## config.mk

```make
export PLATFORM = sky130hd
export DESIGN_NAME = itu_irq_unit
export DESIGN_NICKNAME = d
export VERILOG_FILES = /design/src/rtl/itu_pkg.sv /design/src/rtl/itu_decode.sv /design/src/rtl/itu_pend_bank.sv /design/src/rtl/itu_readmux.sv /design/src/rtl/itu_irq_unit.sv
export SDC_FILE = /design/constraint.sdc
export NUM_CORES = 1
export LEC_CHECK = 0
export BUFFER_PORTS_ARGS = -buffer_cell sky130_fd_sc_hd__buf_2
export CORE_ASPECT_RATIO = 0.9
export CORE_MARGIN = 3
export CORE_UTILIZATION = 36
export DETAILED_ROUTE_END_ITERATION = 8
export PLACE_DENSITY_LB_ADDON = 0.2
export SLEW_MARGIN = 20
export SYNTH_ARGS = -nofsm -noshare
export SYNTH_HDL_FRONTEND = slang
export SYNTH_SLANG_ARGS = --single-unit
```

## constraint.sdc

```tcl
create_clock -name clk -period 2.3 [get_ports clk]
set_clock_uncertainty 0.05 [all_clocks]
set_input_delay 0.115 -clock clk [delete_from_list [all_inputs] [get_ports clk]]
set_output_delay 0.115 -clock clk [all_outputs]
set_load 0.01 [all_outputs]
```

## src/rtl/itu_pkg.sv

```systemverilog
package itu_pkg;

   typedef enum logic [1:0] {
      SEL_CTRL    = 2'd0,
      SEL_IPI_CLR = 2'd1,
      SEL_TMR_CLR = 2'd2,
      SEL_IPI_REQ = 2'd3
   } itu_sel_e;

   localparam int unsigned MASK_W   = 4;
   localparam int unsigned REQ_LSB  = 12;
   localparam int unsigned ICLR_LSB = 8;
   localparam int unsigned TCLR_LSB = 4;
   localparam int unsigned ACK_BIT  = 28;
   localparam int unsigned MIN_DW   = 32;

   typedef struct packed {
      logic [MASK_W-1:0] req;
      logic [MASK_W-1:0] iclr;
      logic [MASK_W-1:0] tclr;
      logic              err;
   } itu_cmd_t;

endpackage

```

## src/rtl/itu_decode.sv

```systemverilog
module itu_decode
   import itu_pkg::*;
#(
   parameter int unsigned DATA_W = 64
) (
   input  logic              wr_en,
   input  logic [1:0]        wr_sel,
   input  logic [DATA_W-1:0] wr_data,
   output itu_cmd_t          cmd
);

   logic [MASK_W-1:0] low_m;
   logic              ack;
   logic              unused_bits;

   assign low_m       = wr_data[MASK_W-1:0];
   assign ack         = wr_data[ACK_BIT];
   assign unused_bits = ^{wr_data[DATA_W-1:ACK_BIT+1], wr_data[ACK_BIT-1:REQ_LSB+MASK_W]};

   always_comb begin
      cmd = '0;
      if (wr_en) begin
         case (itu_sel_e'(wr_sel))
            SEL_CTRL: begin
               cmd.req  = wr_data[REQ_LSB  +: MASK_W];
               cmd.iclr = wr_data[ICLR_LSB +: MASK_W];
               cmd.tclr = wr_data[TCLR_LSB +: MASK_W];
               cmd.err  = ~(|wr_data[REQ_LSB  +: MASK_W] | |wr_data[ICLR_LSB +: MASK_W] |
                            |wr_data[TCLR_LSB +: MASK_W] | ack);
            end
            SEL_IPI_CLR: begin
               cmd.iclr = low_m;
               cmd.err  = ~|low_m;
            end
            SEL_TMR_CLR: begin
               cmd.tclr = low_m;
               cmd.err  = ~|low_m;
            end
            default: begin
               cmd.req  = low_m;
               cmd.err  = ~|low_m;
            end
         endcase
      end
   end

endmodule

```

## src/rtl/itu_pend_bank.sv

```systemverilog
module itu_pend_bank #(
   parameter int unsigned NCPU     = 4,
   parameter bit          SET_WINS = 1'b0
) (
   input  logic            clk,
   input  logic            rst_n,
   input  logic [NCPU-1:0] set_m,
   input  logic [NCPU-1:0] clr_m,
   output logic [NCPU-1:0] pend
);

   logic [NCPU-1:0] pend_nxt;

   generate
      if (SET_WINS) begin : g_set_wins
         assign pend_nxt = (pend & ~clr_m) | set_m;
      end else begin : g_clr_wins
         assign pend_nxt = (pend | set_m) & ~clr_m;
      end
   endgenerate

   always_ff @(posedge clk or negedge rst_n) begin
      if (!rst_n) pend <= '0;
      else        pend <= pend_nxt;
   end

endmodule

```

## src/rtl/itu_readmux.sv

```systemverilog
module itu_readmux
   import itu_pkg::*;
#(
   parameter int unsigned NCPU   = 4,
   parameter int unsigned DATA_W = 64
) (
   input  logic [1:0]        rd_sel,
   input  logic [1:0]        rd_cpu,
   input  logic [NCPU-1:0]   ipi,
   input  logic [NCPU-1:0]   tmr,
   output logic [DATA_W-1:0] rd_data
);

   always_comb begin
      rd_data = '0;
      case (itu_sel_e'(rd_sel))
         SEL_CTRL: begin
            rd_data[1:0]               = rd_cpu;
            rd_data[TCLR_LSB +: NCPU]  = tmr;
            rd_data[ICLR_LSB +: NCPU]  = ipi;
         end
         SEL_IPI_CLR: rd_data[NCPU-1:0] = ipi;
         SEL_TMR_CLR: rd_data[NCPU-1:0] = tmr;
         default:     rd_data = '0;
      endcase
   end

endmodule

```

## src/rtl/itu_irq_unit.sv

```systemverilog
module itu_irq_unit
   import itu_pkg::*;
#(
   parameter int unsigned NCPU   = 4,
   parameter int unsigned DATA_W = 64
) (
   input  logic              clk,
   input  logic              rst_n,
   input  logic              wr_en,
   input  logic [1:0]        wr_sel,
   input  logic [DATA_W-1:0] wr_data,
   input  logic              tick,
   input  logic [1:0]        rd_sel,
   input  logic [1:0]        rd_cpu,
   output logic [DATA_W-1:0] rd_data,
   output logic [NCPU-1:0]   ipi_irq,
   output logic [NCPU-1:0]   tmr_irq,
   output logic              warn,
   output logic              err
);

   localparam logic [NCPU-1:0] ALL_PRESENT = {NCPU{1'b1}};

   generate
      if (NCPU < 1 || NCPU > MASK_W) begin : g_bad_ncpu
         $error("itu_irq_unit: NCPU must lie between 1 and 4");
      end
      if (DATA_W < MIN_DW) begin : g_bad_dw
         $error("itu_irq_unit: DATA_W must be at least 32");
      end
   endgenerate

   itu_cmd_t        cmd;
   logic [NCPU-1:0] req_m, iclr_m, tclr_m;
   logic            dup_req, idle_clr;

   itu_decode #(.DATA_W(DATA_W)) u_dec (
      .wr_en  (wr_en),
      .wr_sel (wr_sel),
      .wr_data(wr_data),
      .cmd    (cmd)
   );

   assign req_m  = cmd.req[NCPU-1:0];
   assign iclr_m = cmd.iclr[NCPU-1:0];
   assign tclr_m = cmd.tclr[NCPU-1:0];

   itu_pend_bank #(.NCPU(NCPU), .SET_WINS(1'b0)) u_ipi (
      .clk  (clk),
      .rst_n(rst_n),
      .set_m(req_m),
      .clr_m(iclr_m),
      .pend (ipi_irq)
   );

   itu_pend_bank #(.NCPU(NCPU), .SET_WINS(1'b1)) u_tmr (
      .clk  (clk),
      .rst_n(rst_n),
      .set_m(tick ? ALL_PRESENT : '0),
      .clr_m(tclr_m),
      .pend (tmr_irq)
   );

   assign dup_req  = |(req_m & ipi_irq);
   assign idle_clr = |(iclr_m & ~(ipi_irq | req_m));

   always_ff @(posedge clk or negedge rst_n) begin
      if (!rst_n) begin
         warn <= 1'b0;
         err  <= 1'b0;
      end else begin
         warn <= dup_req | idle_clr;
         err  <= cmd.err;
      end
   end

   itu_readmux #(.NCPU(NCPU), .DATA_W(DATA_W)) u_rd (
      .rd_sel (rd_sel),
      .rd_cpu (rd_cpu),
      .ipi    (ipi_irq),
      .tmr    (tmr_irq),
      .rd_data(rd_data)
   );

endmodule

```

==> flow_summary.json <==
{
  "status": "complete, no violations",
  "start_util_pct": 39.14,
  "num_vias": 1097,
  "hpwl_um": 2491,
  "critPathMaxStageDelay_ps": 470,
  "synth.area.top_cells": "buf_4 32%, dfrtp_1 20%, mux2i_1 8.1%, and2_1 4.0%, ha_1 4.0%",
  "post-route-period-util_pct": 64.24,
  "die_x_um": 67.80,
  "net-switching-power_uw": 243.1,
  "crit_path_end_kind": "flop",
  "cts_resized": 0,
  "synth_seq_cells": 10,
  "postCtsSetupBuffers": 0,
  "setup_violations": 0,
  "grtUsageTotal_pct": 14.17,
  "synth_edf_count": 0,
  "row_count": 19,
  "power-per-cell-area_nw_per_um2": 499.5,
  "min_period_ps": 1477,
  "ant_nets": 0,
  "holdBufCountCts": 1,
  "p_comb_share_pct": 34.3,
  "root_buffer": "clkbuf_8",
  "numCtsBuffers": 3,
  "clock_latency_ps": 240,
  "crit_required_ps": 2360,
  "swShare_pct": 35.45,
  "hold_path_class": "input pin to flop",
  "syn_inst": 150,
  "io_buffers": 48,
  "path_buf_inv": 0,
  "drive_gt1_share_pct": 27.64,
  "io_pins": 148,
  "critical_path.top_delay_family": "simple AND/OR/NAND/NOR gates",
  "die_area_um2": 4178,
  "synth_top_area_share_pct": 32.15,
  "overflow": 0,
  "avgSynthCellArea_um2": 8.250,
  "grt_pass1_wl_um": 4416,
  "synth_top_cell_by_area": "buf_4",
  "synthFlopType": "dfrtp_1",
  "clkPwrFrac_pct": 32.3,
  "hold_violations": 0,
  "final_cells": 241,
  "path_class": "flop to flop",
  "rsz0062_at_grt": "no",
  "synth.cell_area_um2": 1237,
  "diodes": 0,
  "ys_seq_area_share_pct": 20.22,
  "ys_types": 32,
  "wirelength_um": 2998,
  "ys_top_cells_by_count": "53 x buf_4, 10 x dfrtp_1, 10 x mux2i_1, 8 x and2_1, 8 x nor2_1",
  "fin_nets": 278,
  "cts.htree.levels": 1,
  "drc": 0,
  "antenna_found_initial": 0,
  "first_iter_violations": 31,
  "p_int_uw": 442.6,
  "max-vdd-ir-drop_mv": 0.1894,
  "fin_ws_ps": 822.6,
  "vias_per_cell": 4.552,
  "r2r_slack_ps": 820,
  "crit_path_start": "u_ipi.pend[3]",
  "dp_cells": 236,
  "core_um2": 3162,
  "worstHoldStart": "tick",
  "clk_pin_slew_worst_paths_ps": 50,
  "gp_congestion": 0.8814,
  "tritoncts": "built",
  "die_y_um": 61.62,
  "seqPwrFrac_pct": 33.4,
  "leakage_uw": 0.0007682,
  "slew_violations": 0,
  "worst_setup_path_start_kind": "flop",
  "worstPathCellList": "xnor2_1 > nand4_1 > o21ai_0 > or4_1",
  "crit_arrival_ps": 1530,
  "cts_max_path_buffers": 2,
  "slowest_stage": "dfrtp_1",
  "cts.sinks": 10,
  "tns_ps": 0,
  "wire_per_inst_um": 12.44,
  "syn_to_final_growth_pct": 10.92,
  "cap_violations": 0,
  "grt_max_degree": 14,
  "ys_warn_count": 0,
  "pre_cts_ws_ps": 648.8,
  "dr.pass1.iters": 4,
  "cp_max_fo": 7,
  "ys_async_sr_fraction_pct": 100.0,
  "grt_pass1_vias": 950,
  "fmax_ghz": 0.6769,
  "yosysMostFrequentCell": "buf_4",
  "regToRegStartpoint": "u_ipi.pend[3]"
}
==> flip-flops by register name, indices dropped and copies added, names as in the netlist <==
signal,flops
u_tmr.pend,4
warn,1
err,1
u_ipi.pend,4
==> final timing paths <==
kind                            endpoint  cells past startpoint
min reg2reg                u_tmr.pend[3]                      2
max                                 warn                      4
max reg2reg                         warn                      4
min in group asynchronous           warn                      2
min                        u_tmr.pend[3]                      2
max in group asynchronous  u_tmr.pend[3]                      2
==> routing by layer <==
metal | global-route usage (%) | vias to the layer above | wire [um]
li1 | - | 509 | -
met1 | 16.15 | 514 | 1138
met2 | 24.97 | 66 | 1452
met3 | 4.927 | 8 | 374
met4 | 4.533 | 0 | 33
met5 | 0 | - | 0
==> worst register-to-register path: cells and delay by family, from the launching register on <==
family           cells  cell delay (ps)
AO/OA/AOI/OAI        1              150
AND/OR/NAND/NOR      2              520
XOR/XNOR             1              160
flip-flops           1              470
==> cell families (layout without fill, tap and decap cells) <==
family | count (synthesis) | in the layout | share of synthesized area, %
fa+ha+maj | 4 | 4 | 4.045
simple gates | 46 | 46 | 20.73
compound gates | 21 | 21 | 11.83
xor+xnor | 1 | 1 | 0.7079
other cells | 1 | 52 | 0.3030
flops | 10 | 10 | 20.22
mux | 10 | 10 | 8.089
buf+inv | 57 | 55 | 34.07
==> layout make-up <==
type / instances / area (um2)
inverters: 2 / 7.507
repair buffers: 49 / 250.2
clock buffers: 4 / 55.05
flip-flops and latches: 10 / 250.2
multi-input cells: 134 / 757.0
fillers: 321 / 1789
well taps: 42 / 52.55
==> cell usage in the layout (no fill, tap or decap) <==
| cell type | synthesis | routed |
|---|---|---|
| and3_1 | 3 | 3 |
| nand2b_1 | 5 | 5 |
| o21ai_0 | 5 | 5 |
| nor3b_1 | 2 | 2 |
| nand4_1 | 2 | 2 |
| o22a_1 | 2 | 2 |
| a21o_2 | 2 | 2 |
| xnor2_1 | 1 | 1 |
| a21oi_1 | 5 | 5 |
| dlygate4sd3_1 | 0 | 1 |
| dfrtp_1 | 10 | 10 |
| or3_1 | 2 | 2 |
| nand2b_2 | 1 | 1 |
| a222oi_1 | 2 | 2 |
| buf_2 | 1 | 48 |
| nor3_1 | 1 | 1 |
| conb_1 | 1 | 52 |
| a21boi_0 | 1 | 1 |
| a22oi_1 | 2 | 2 |
| clkbuf_8 | 0 | 4 |
| nand3_1 | 1 | 1 |
| mux2i_1 | 10 | 10 |
| o211a_1 | 1 | 1 |
| or4_1 | 1 | 1 |
| nor4_1 | 3 | 3 |
| nand2_1 | 6 | 6 |
| nor2b_1 | 3 | 3 |
| nor2_1 | 8 | 8 |
| and2_1 | 8 | 8 |
| ha_1 | 4 | 4 |
| inv_1 | 2 | 2 |
| o32ai_1 | 1 | 1 |
==> power groups by stage <==
stage	logic, uW	registers, uW	clock network [uW]
CTS	234	230	230
global route	265	234	240
floorplan	201	233	0
detailed placement	232	232	0
finish	235	229	221
global placement	227	230	0
==> through the flow <==
stage	instance area (um2)	hold slack, ps	total power (uW)	utilization, %
final	1373	61.00	685.6	43.41
after global routing	1373	69.54	739.7	43.41
after CTS	1373	58.00	693.3	43.41
after detailed placement	1308	-58.09	464.6	41.35
after global placement	1308	-61.95	457.6	41.35
after floorplan	1429	-230.6	433.9	-
(Power assumes the default switching activity.)
